<file path="src/rtl/fine_pwm_pkg.sv">
package fine_pwm_pkg;

  // register addresses on the write port
  localparam logic [1:0] ADDR_CTRL   = 2'd0;
  localparam logic [1:0] ADDR_DUTY   = 2'd1;
  localparam logic [1:0] ADDR_PERIOD = 2'd2;

  // control register field positions
  localparam int CTRL_EN_BIT  = 0;
  localparam int CTRL_PS_LSB  = 1;
  localparam int CTRL_DLO_LSB = 4;

  // strobes from control to datapath
  typedef struct packed {
    logic halt;   // block disabled: clear counters, output low
    logic load;   // period start: clear counters, reload shadow, set output
    logic run;    // counting inside a period
  } pwmStrobe_t;

endpackage

</file>
<file path="src/rtl/fine_pwm_ctrl.sv">
module fine_pwm_ctrl
  import fine_pwm_pkg::*;
#(
  parameter int TMR_W  = 8,
  parameter int FRAC_W = 2,
  parameter int SEL_W  = 2
) (
  input  logic              clk,
  input  logic              rstN,
  input  logic              wrEn,
  input  logic [1:0]        wrAddr,
  input  logic [TMR_W-1:0]  wrData,
  input  logic              atEnd,
  output pwmStrobe_t        ctl,
  output logic [SEL_W-1:0]  psSel,
  output logic [TMR_W-1:0]  dutyHi,
  output logic [FRAC_W-1:0] dutyLo,
  output logic [TMR_W-1:0]  period
);

  logic enable;
  logic running;

  always_ff @(posedge clk or negedge rstN) begin
    if (!rstN) begin
      enable <= 1'b0;
      psSel  <= '0;
      dutyLo <= '0;
      dutyHi <= '0;
      period <= '1;
    end else if (wrEn) begin
      unique case (wrAddr)
        ADDR_CTRL: begin
          enable <= wrData[CTRL_EN_BIT];
          psSel  <= wrData[CTRL_PS_LSB +: SEL_W];
          dutyLo <= wrData[CTRL_DLO_LSB +: FRAC_W];
        end
        ADDR_DUTY:   dutyHi <= wrData;
        ADDR_PERIOD: period <= wrData;
        default: ;
      endcase
    end
  end

  // a period starts on the first enabled cycle and at every timer wrap
  always_comb begin
    ctl.halt = !enable;
    ctl.load = enable && (!running || atEnd);
    ctl.run  = enable && running;
  end

  always_ff @(posedge clk or negedge rstN) begin
    if (!rstN)        running <= 1'b0;
    else if (!enable) running <= 1'b0;
    else if (ctl.load) running <= 1'b1;
  end

endmodule

</file>
<file path="src/rtl/fine_pwm_dp.sv">
module fine_pwm_dp
  import fine_pwm_pkg::*;
#(
  parameter int TMR_W     = 8,
  parameter int FRAC_W    = 2,
  parameter int PS_STEP   = 2,
  parameter int PS_LEVELS = 3,
  parameter int SEL_W     = 2
) (
  input  logic              clk,
  input  logic              rstN,
  input  pwmStrobe_t        ctl,
  input  logic [SEL_W-1:0]  psSel,
  input  logic [TMR_W-1:0]  dutyHi,
  input  logic [FRAC_W-1:0] dutyLo,
  input  logic [TMR_W-1:0]  period,
  output logic              atEnd,
  output logic              pwmOut,
  output logic [TMR_W-1:0]  shadowHi
);

  localparam int DIV_W = FRAC_W + PS_STEP * (PS_LEVELS - 1);
  localparam int EXT_W = TMR_W + FRAC_W;

  logic [TMR_W-1:0]  tmrQ, tmrNext;
  logic [DIV_W-1:0]  divQ, divNext, divLast;
  logic [EXT_W-1:0]  shadowQ, extNext, dutyNew;
  logic [FRAC_W-1:0] fracNext;
  logic [SEL_W-1:0]  selIdx;
  int unsigned       shiftAmt;
  logic              divWrap;

  // selects above the last level saturate to the largest factor
  always_comb begin
    selIdx   = (psSel > SEL_W'(PS_LEVELS - 1)) ? SEL_W'(PS_LEVELS - 1) : psSel;
    shiftAmt = int'(selIdx) * PS_STEP;
    divLast  = {DIV_W{1'b1}} >> (DIV_W - FRAC_W - shiftAmt);
  end

  always_comb begin
    divWrap  = (divQ >= divLast);
    divNext  = divWrap ? '0 : divQ + 1'b1;
    tmrNext  = divWrap ? tmrQ + 1'b1 : tmrQ;
    fracNext = FRAC_W'(divNext >> shiftAmt);
    extNext  = {tmrNext, fracNext};
    atEnd    = divWrap && (tmrQ == period);
    dutyNew  = {dutyHi, dutyLo};
  end

  always_ff @(posedge clk or negedge rstN) begin
    if (!rstN) begin
      tmrQ    <= '0;
      divQ    <= '0;
      shadowQ <= '0;
      pwmOut  <= 1'b0;
    end else if (ctl.halt) begin
      tmrQ   <= '0;
      divQ   <= '0;
      pwmOut <= 1'b0;
    end else if (ctl.load) begin
      tmrQ    <= '0;
      divQ    <= '0;
      shadowQ <= dutyNew;
      pwmOut  <= (dutyNew != '0);
    end else if (ctl.run) begin
      tmrQ <= tmrNext;
      divQ <= divNext;
      if (extNext == shadowQ) pwmOut <= 1'b0;
    end
  end

  assign shadowHi = shadowQ[EXT_W-1:FRAC_W];

endmodule

</file>
<file path="src/rtl/fine_pwm.sv">
module fine_pwm
  import fine_pwm_pkg::*;
#(
  parameter int TMR_W     = 8,
  parameter int FRAC_W    = 2,
  parameter int PS_STEP   = 2,
  parameter int PS_LEVELS = 3
) (
  input  logic             clk,
  input  logic             rstN,
  input  logic             wrEn,
  input  logic [1:0]       wrAddr,
  input  logic [TMR_W-1:0] wrData,
  output logic             pwmOut,
  output logic [TMR_W-1:0] shadowHi
);

  localparam int SEL_W = $clog2(PS_LEVELS);

  pwmStrobe_t        ctl;
  logic              atEnd;
  logic [SEL_W-1:0]  psSel;
  logic [TMR_W-1:0]  dutyHi;
  logic [FRAC_W-1:0] dutyLo;
  logic [TMR_W-1:0]  period;

  fine_pwm_ctrl #(.TMR_W(TMR_W), .FRAC_W(FRAC_W), .SEL_W(SEL_W)) u_ctrl (
    .clk(clk), .rstN(rstN), .wrEn(wrEn), .wrAddr(wrAddr), .wrData(wrData),
    .atEnd(atEnd), .ctl(ctl), .psSel(psSel), .dutyHi(dutyHi),
    .dutyLo(dutyLo), .period(period)
  );

  fine_pwm_dp #(.TMR_W(TMR_W), .FRAC_W(FRAC_W), .PS_STEP(PS_STEP),
                .PS_LEVELS(PS_LEVELS), .SEL_W(SEL_W)) u_dp (
    .clk(clk), .rstN(rstN), .ctl(ctl), .psSel(psSel), .dutyHi(dutyHi),
    .dutyLo(dutyLo), .period(period), .atEnd(atEnd), .pwmOut(pwmOut),
    .shadowHi(shadowHi)
  );

endmodule

</file>
<file path="config.mk">
export PLATFORM = sky130hd
export DESIGN_NAME = fine_pwm
export DESIGN_NICKNAME = d
export VERILOG_FILES = /design/src/rtl/fine_pwm_pkg.sv /design/src/rtl/fine_pwm_ctrl.sv /design/src/rtl/fine_pwm_dp.sv /design/src/rtl/fine_pwm.sv
export SDC_FILE = /design/constraint.sdc
export NUM_CORES = 1
export LEC_CHECK = 0
export BUFFER_PORTS_ARGS = -buffer_cell sky130_fd_sc_hd__buf_2
export CAP_MARGIN = 20
export CELL_PAD_IN_SITES_DETAIL_PLACEMENT = 0
export CELL_PAD_IN_SITES_GLOBAL_PLACEMENT = 1
export CORE_MARGIN = 1
export CORE_UTILIZATION = 47
export DETAILED_ROUTE_END_ITERATION = 12
export PLACE_DENSITY_LB_ADDON = 0.1
export RECOVER_POWER = 50
export SYNTH_ARGS = -nofsm -noshare
export SYNTH_HDL_FRONTEND = slang
export SYNTH_HIERARCHICAL = 1
export SYNTH_SLANG_ARGS = --single-unit
</file>
<file path="constraint.sdc">
create_clock -name clk -period 3.8 [get_ports clk]
set_clock_uncertainty 0.15 [all_clocks]
set_input_delay 0.38 -clock clk [delete_from_list [all_inputs] [get_ports clk]]
set_output_delay 0.38 -clock clk [all_outputs]
set_load 0.01 [all_outputs]
</file>
# After elaboration in Yosys (flattened, before gate mapping)
# Index checks and enable logic that the tools add are counted.
[totals]
regBits = 47
latch_bits = 0
ram_bits = 0
mem_bits_ro = 0
input_bits = 13
out_inout_bits = 9
word_cells = 51
mem_count = 0
[op_classes]
n_addsub = 3
n_mul = 0
div = 0
n_lt_le_gt_ge = 2
n_eq_ne = 7
n_shift = 2
muxes = 15
n_bitwise = 0
reduce_logical = 12
[op_table]
columns = ["operator", "count"]
rows = [
  ["8-bit 2-to-1 mux", 4],
  ["6-bit by 32-bit >> shifter with 6-bit output, first input constant", 1],
  ["6-bit 2-to-1 mux", 4],
  ["10-bit equality test", 1],
  ["2-bit AND reduction", 5],
  ["10-bit nonzero test", 1],
  ["8-bit by 1-bit adder with 8-bit output, second input constant", 1],
  ["8-bit equality test", 1],
  ["6-bit by 1-bit adder with 6-bit output, second input constant", 1],
  ["6-bit >= comparator", 1],
  ["1-bit 2-to-1 mux", 6],
  ["6-bit by 3-bit >> shifter with 2-bit output", 1],
  ["3-bit by 3-bit subtractor with 4-bit output, first input constant", 1],
  ["1-bit logical AND", 3],
  ["3-bit by 2-bit inequality test with 1-bit output, second input constant", 1],
  ["3-bit inequality test, second input constant", 1],
  ["2-bit by 1-bit equality test with 1-bit output, second input constant", 1],
  ["2-bit equality test, second input constant", 1],
  ["2-bit > comparator, second input constant", 1],
  ["2-bit zero test", 1],
  ["2-bit 2-to-1 mux", 1],
  ["2-bit inequality test, second input constant", 1],
  ["1-bit zero test", 1],
  ["1-bit logical OR", 1],
]

# Depth between registers and ports, before layout
# Gate-level depths: netlist of run 1.
[depth]
depth_word = 12
ltp_mapped = 16

# Modules after synthesis
# The synthesis of run 1 kept the hierarchy.
[by_module_without_submodules]
columns = ["mod", "n_inst", "cells_per_inst", "area_each_um2"]
rows = [
  ["fine_pwm_dp", 1, 207, 1858.0],
  ["fine_pwm_ctrl", 1, 51, 860.8],
]

# Worst setup path before layout of run 1
# OpenSTA, ideal clock, no wires.
[synth_path]
kind = "register to register"
startpoint = "register u_ctrl.psSel[1]"
endpoint = "register u_dp.shadowQ[2]"
setup_time_ns = 0.125
arrival_ns = 2.965
required_time_ns = 3.525
path_slack_ns = 0.560
stages_incl_launch_ff = 13
synth_period_minus_slack_ns = 3.240
cell_sequence = "dfrtp_1 -> nor2_1 -> ha_1 -> nand4_1 -> o21ai_2 -> clkbuf_1 -> clkbuf_1 -> and3_1 -> inv_1 -> a21oi_1 -> nor2b_1 -> clkbuf_1 -> mux2_2"
[synth_lines]
columns = ["element", "line", "text"]
rows = [
  ["start, declared", "fine_pwm_ctrl.sv:15", "output logic [SEL_W-1:0] psSel,"],
  ["start signal, assigned", "fine_pwm_ctrl.sv:35", "psSel <= wrData[CTRL_PS_LSB +: SEL_W];"],
  ["end signal, assigned", "fine_pwm_dp.sv:63", "shadowQ <= dutyNew;"],
  ["end, declared", "fine_pwm_dp.sv:27", "logic [EXT_W-1:0] shadowQ, extNext, dutyNew;"],
]

==> results.sh, run 1 <==
export IMPL_r2r_start="u_ctrl/psSel[1]$_DFFE_PN0P_"
export IMPL_ys_seq_elements=47
export IMPL_rsz0062_at_grt="no"
export IMPL_drive_gt1_share_pct=26.3
export IMPL_die_area_um2=6090
export IMPL_clkSinkCount=47
export IMPL_io_buffers=21
export IMPL_cts_root_buf="clkbuf_8"
export IMPL_crit_family="compound AO/OA/AOI/OAI gates"
export IMPL_fmax_mhz=335
export IMPL_wire_per_inst_um=16.7
export IMPL_drtAntennaViolNets=0
export IMPL_rows=27
export IMPL_synth_edf_count=0
export IMPL_overflow=0
export IMPL_first_pass_iters=4
export IMPL_hold_viol_final=0
export IMPL_nFillCells=520
export IMPL_nets=290
export IMPL_cts_resized=0
export IMPL_fp_dieH_um=78.1
export IMPL_vias=1844
export IMPL_yosys_area_top_type_share_pct=35.9
export IMPL_reg2reg_setup_slack_ns=0.81
export IMPL_drt_iter0_drc=93
export IMPL_crit_slowest_cell="o21ai_2"
export IMPL_drv_slew=0
export IMPL_htreeDepth=2
export IMPL_crit_chain="nor2_1 > ha_1 > nand4_1 > o21ai_2 > and3_1 > inv_1 > a21oi_1 > nor2b_1 > o41a_1 > nor2_1 > o21ai_0 > a2111oi_4 > a31oi_1"
export IMPL_tns_ns=0
export IMPL_antenna_cells=0
export IMPL_synth_top_flop_cell="dfrtp_1"
export IMPL_netlist_instances=258
export IMPL_cp_depth=13
export IMPL_clock_path_buffers=2
export IMPL_syn_area_um2=2720
export IMPL_async_flop_share_pct=100
export IMPL_grt_max_degree=48
export IMPL_cts_made_buffers=5
export IMPL_coreArea_um2=5540
export IMPL_post_layout_nonfiller_instances=342
export IMPL_p_per_area_nw_per_um2=517
export IMPL_cp_required_ns=3.87
export IMPL_synth_avg_cell_area_um2=10.5
export IMPL_synth_cell_type_count=44
export IMPL_syn2layout_area_growth_pct=7.46
export IMPL_drv_cap=0
export IMPL_grt_pass1_wl_um=9760
export IMPL_grt_total_usage_pct=21.2
export IMPL_rr_endpoint="u_dp/pwmOut$_DFFE_PN0P_"
export IMPL_clk_latency_ns=0.30
export IMPL_critPathMostFrequentCell="nor2_1"
export IMPL_status="finished clean"
export IMPL_ys_warn_count=6
export IMPL_hp_start="wrData[3]"
export IMPL_fin_crit_ns=2.99
export IMPL_finalSetupViolations=0
export IMPL_cp_num_buf_inv=1
export IMPL_crit_type="reg -> reg"
export IMPL_post_route_period_util_pct=78.6
export IMPL_synth_area_leaders="dfrtp_1, mux2_2, dfstp_2"
export IMPL_multi_input_area_um2=1380
export IMPL_synth_nets=279
export IMPL_ys_seq_area_share_pct=43.6
export IMPL_startpoint="u_ctrl/psSel[1]$_DFFE_PN0P_"
export IMPL_cp_endpoint="u_dp/pwmOut$_DFFE_PN0P_"
export IMPL_crit_fanout=13
export IMPL_cellLeakagePower_nw=1.30
export IMPL_routabilityCongestion=0.796
export IMPL_antenna_found_initial=0
export IMPL_cp_data_arrival_time_ns=3.06
export IMPL_cpPeakStageDelay_ns=0.48
export IMPL_via_per_inst=5.39
export IMPL_min_path_type="in -> reg"
export IMPL_place_inst=332
export IMPL_wl_um=5700
export IMPL_worst_setup_path_end_kind="register"
export IMPL_hold_path_depth=2
export IMPL_grt_pass1_vias=1873
export IMPL_yosys_area_top_type="dfrtp_1"
export IMPL_slew_headroom_pct=13.0
export IMPL_ir_drop_v=0.000291
export IMPL_boundaryPins=22
export IMPL_drc=0
export IMPL_tightest_slew_ns=1.31
export IMPL_r2r_cells=13
export IMPL_critPathLaunchType="register"
export IMPL_initial_utilization_pct=49.1
export IMPL_hpwl_um=4050
export IMPL_die_w_um=78.1
export IMPL_cts_tree="done"
export IMPL_clk_pin_slew_ns=0.09
export IMPL_ff_latch_area_um2=1190
-- per-stage QoR --
step | setup WS, ns | util (%) | hold WS [ns] | cell area [um^2] | power, mW
6_report | 0.813 | 52.7 | 0.175 | 2920 | 1.51
5_1_grt | 0.462 | 52.7 | 0.162 | 2920 | 1.61
4_1_cts | 0.835 | 52.9 | 0.150 | 2930 | 1.53
3_5_place_dp | 0.876 | 50.9 | 0.290 | 2820 | 1.15
3_3_place_gp | 0.941 | 50.9 | 0.269 | 2820 | 1.14
2_1_floorplan | 0.560 | - | -0.0656 | 2720 | 1.06
-- Yosys cell counts, types with 3 or more instances --
cell type / count
a211oi_1: 4
a21oi_1: 10
a22oi_1: 3
and3_1: 5
buf_4: 8
clkbuf_1: 12
dfrtp_1: 39
dfstp_2: 8
ha_1: 8
inv_1: 8
mux2_2: 30
nand2_1: 8
nand3_1: 8
nand4_1: 5
nor2_1: 23
nor2b_1: 6
nor4_1: 4
o21ai_0: 7
xnor2_1: 8
xor2_1: 22
-- routing by layer --
metal	vias to the layer above	share of wire, %	track usage, %
met5	-	0	0
met4	0	1.0	6.30
met3	7	2.8	4.53
met2	35	47	33.2
met1	887	49	29.3
li1	915	-	-
-- sequential cells by signal (all words and copies together) (netlist names) --
register        count
u_dp/shadowQ       10
u_ctrl/period       8
u_ctrl/enable       1
u_ctrl/psSel        2
u_ctrl/dutyLo       2
u_ctrl/dutyHi       8
u_dp/pwmOut         1
u_ctrl/running      1
u_dp/divQ           6
u_dp/tmrQ           8
-- kinds of logic after synthesis --
group	Yosys count	share of synthesized area (%)
compound gates	34	8.84
xor+xnor	30	9.66
fa+ha+maj	8	3.68
buf+inv	29	5.11
flops	47	43.6
mux	32	13.2
other cells	2	0.276
simple gates	76	15.6
-- worst min-delay path by stage --
| stage | endpoint | slack, ns |
|---|---|---|
| floorplan | u_ctrl/dutyHi[0]$_DFFE_PN0P_ | -0.07 |
| global route | u_ctrl/dutyHi[3]$_DFFE_PN0P_ | 0.16 |
| global placement | u_ctrl/running$_DFFE_PN0P_ | 0.27 |
| CTS | u_dp/divQ[2]$_DFFE_PN0P_ | 0.15 |
| finish | u_ctrl/period[3]$_DFFE_PN1P_ | 0.17 |
| detailed placement | u_ctrl/running$_DFFE_PN0P_ | 0.29 |
-- timing repair --
item                                   in CTS  in global routing
setup buffers                               0                  0
hold buffers                                0                  1
endpoints found under the hold margin       0                 18
-- cell type report --
type,instances,share of cell area [%]
clock buffer,6,2.48
clock inverter,2,1.28
inverter,8,1.03
multi-input combinational,182,47.1
sequential,47,40.6
tap,72,3.08
timing repair buffer,25,4.45
-- placed cells by master, fill, tap and decap left out, types with 4 or more instances in the layout --
master / instances
nand3_1: 8
dfrtp_1: 39
dfstp_2: 8
clkbuf_8: 5
xnor2_1: 8
mux2_2: 30
nand2_1: 8
xor2_1: 22
inv_1: 8
nor2b_1: 6
buf_2: 18
o21ai_0: 7
a21oi_1: 10
a211oi_1: 4
nand4_1: 5
and3_1: 5
nor2_1: 23
ha_1: 8
nor4_1: 4
clkbuf_1: 5
-- power breakdown --
group | switching, mW | total, mW | internal, mW
clock | 0.175 | 0.372 | 0.197
sequential | 0.103 | 0.718 | 0.615
combinational | 0.212 | 0.421 | 0.209
Note: power is estimated with default switching activity, not from simulation.
==> inputs of run 2 (changes only) <==
==> constraint.sdc (replaced) <==
create_clock -name clk -period 3.1 [get_ports clk]
set_clock_uncertainty 0.15 [all_clocks]
set_input_delay 0.31 -clock clk [delete_from_list [all_inputs] [get_ports clk]]
set_output_delay 0.31 -clock clk [all_outputs]
set_load 0.01 [all_outputs]
==> results.sh, run 2 (synthesized netlist as in run 1, its figures left out) <==
export IMPL_clk_latency_ns=0.30
export IMPL_hold_viol_final=0
export IMPL_cts_made_buffers=5
export IMPL_wire_per_inst_um=16.5
export IMPL_ir_drop_v=0.000356
export IMPL_min_path_type="in -> reg"
export IMPL_critPathLaunchType="register"
export IMPL_grt_total_usage_pct=20.2
export IMPL_post_layout_nonfiller_instances=348
export IMPL_p_per_area_nw_per_um2=605
export IMPL_r2r_start="u_dp/divQ[3]$_DFFE_PN0P_"
export IMPL_drtAntennaViolNets=0
export IMPL_hp_start="wrData[6]"
export IMPL_r2r_cells=8
export IMPL_crit_type="reg -> reg"
export IMPL_drv_slew=0
export IMPL_boundaryPins=22
export IMPL_cts_root_buf="clkbuf_8"
export IMPL_routabilityCongestion=0.774
export IMPL_largest_register="u_dp/shadowQ"
export IMPL_wl_um=5750
export IMPL_rows=27
export IMPL_post_route_period_util_pct=86.9
export IMPL_coreArea_um2=5540
export IMPL_grt_pass1_vias=1768
export IMPL_layout_commonest_cell="dfrtp_1"
export IMPL_rr_endpoint="u_dp/pwmOut$_DFFE_PN0P_"
export IMPL_syn2layout_area_growth_pct=8.97
export IMPL_clock_path_buffers=2
export IMPL_rsz0062_at_grt="no"
export IMPL_fmax_mhz=371
export IMPL_final_area_um2=2960
export IMPL_drt_iter0_drc=141
export IMPL_hpwl_um=4220
export IMPL_fin_crit_ns=2.69
export IMPL_cp_data_arrival_time_ns=2.73
export IMPL_drive_gt1_share_pct=28.3
export IMPL_clkSinkCount=47
export IMPL_drc=0
export IMPL_crit_fanout=7
export IMPL_io_buffers=21
export IMPL_drv_cap=0
export IMPL_via_per_inst=5.49
export IMPL_overflow=0
export IMPL_initial_utilization_pct=49.1
export IMPL_die_w_um=78.1
export IMPL_fp_dieH_um=78.1
export IMPL_vias=1912
export IMPL_reg2reg_setup_slack_ns=0.41
export IMPL_tightest_slew_ns=0.876
export IMPL_dpl_cell_area_um2=2870
export IMPL_tns_ns=0
export IMPL_nets=296
export IMPL_antenna_found_initial=0
export IMPL_htreeDepth=2
export IMPL_first_pass_iters=4
export IMPL_layout_common_cells="dfrtp_1, mux2_2, nor2_1"
export IMPL_status="finished clean"
export IMPL_grt_max_degree=48
export IMPL_antenna_cells=0
export IMPL_clk_pin_slew_ns=0.09
export IMPL_cellLeakagePower_nw=1.33
export IMPL_hold_end="u_ctrl/period[6]$_DFFE_PN1P_"
export IMPL_cts_tree="done"
export IMPL_cts_resized=0
export IMPL_worst_setup_path_end_kind="register"
export IMPL_hold_path_depth=2
export IMPL_finalPower_mw=1.79
export IMPL_slew_headroom_pct=41.6
export IMPL_grt_pass1_wl_um=9260
export IMPL_largest_reg_flops=10
export IMPL_finalSetupViolations=0
export IMPL_cp_required_ns=3.13
export IMPL_place_inst=338
export IMPL_die_area_um2=6090
==> run 2: cell count changes in the layout (fill, tap and decap cells not counted) <==
cell / change
clkinv_4: +2
buf_12: +1
bufinv_16: -1
clkbuf_1: -1
clkinvlp_4: -1
buf_4: +6
==> run 2: power by group <==
part           leakage [nW]  internal, mW  switching [mW]  total [mW]
Sequential            0.579         0.754           0.122       0.876
Clock                0.0454         0.162           0.217       0.379
Combinational         0.705         0.269           0.270       0.539
Total                  1.33          1.18           0.609        1.79
==> run 2: cell type report <==
class | instances | area, um^2
sequential | 47 | 1190
multi-input combinational | 182 | 1380
clock buffer | 6 | 72.6
fill | 525 | 2580
timing repair buffer | 31 | 191
inverter | 8 | 30.0
clock inverter | 2 | 17.5
tap | 72 | 90.1
==> run 2: worst max path at each step <==
stage / from / end
after global placement: u_dp/divQ[3]$_DFFE_PN0P_ / u_dp/pwmOut$_DFFE_PN0P_
after CTS: u_dp/divQ[3]$_DFFE_PN0P_ / u_dp/pwmOut$_DFFE_PN0P_
after detailed placement: u_dp/divQ[3]$_DFFE_PN0P_ / u_dp/pwmOut$_DFFE_PN0P_
final: u_dp/divQ[3]$_DFFE_PN0P_ / u_dp/pwmOut$_DFFE_PN0P_
after floorplan: u_ctrl/psSel[1]$_DFFE_PN0P_ / u_dp/shadowQ[2]$_DFFE_PN0P_
after global routing: u_ctrl/psSel[1]$_DFFE_PN0P_ / u_dp/pwmOut$_DFFE_PN0P_
==> run 2: timing repair <==
action | 4_1_cts | 5_1_grt
hold buffers | 0 | 1
setup buffers | 0 | 0
setup endpoints to repair | 0 | 0
endpoints found under the hold margin | 0 | 13
==> run 2: worst max-delay path, stage by stage (launching register included) <==
cell,delay [ns]
dfrtp_1,0.47
ha_1,0.34
a211o_1,0.27
a21oi_2,0.13
o21ai_2,0.08
and2_4,0.19
or4_4,0.52
a2111oi_4,0.30
a31oi_1,0.12
==> run 2: per-layer routing <==
layer	global-route usage, %	up-vias	routed length (um)
met5	0	-	0
li1	-	930	-
met3	3.95	5	211
met2	30.4	37	2670
met4	5.00	0	41
met1	29.8	940	2830
==> run 2: per-stage QoR <==
step / setup WS [ns] / utilization, % / hold WS, ns
floorplan: 0.0625 / - / -0.136
finish: 0.407 / 53.5 / 0.0978
detailed placement: 0.431 / 51.7 / 0.269
global placement: 0.445 / 51.7 / 0.268
global route: 0.228 / 53.5 / 0.0885
CTS: 0.414 / 53.3 / 0.0851
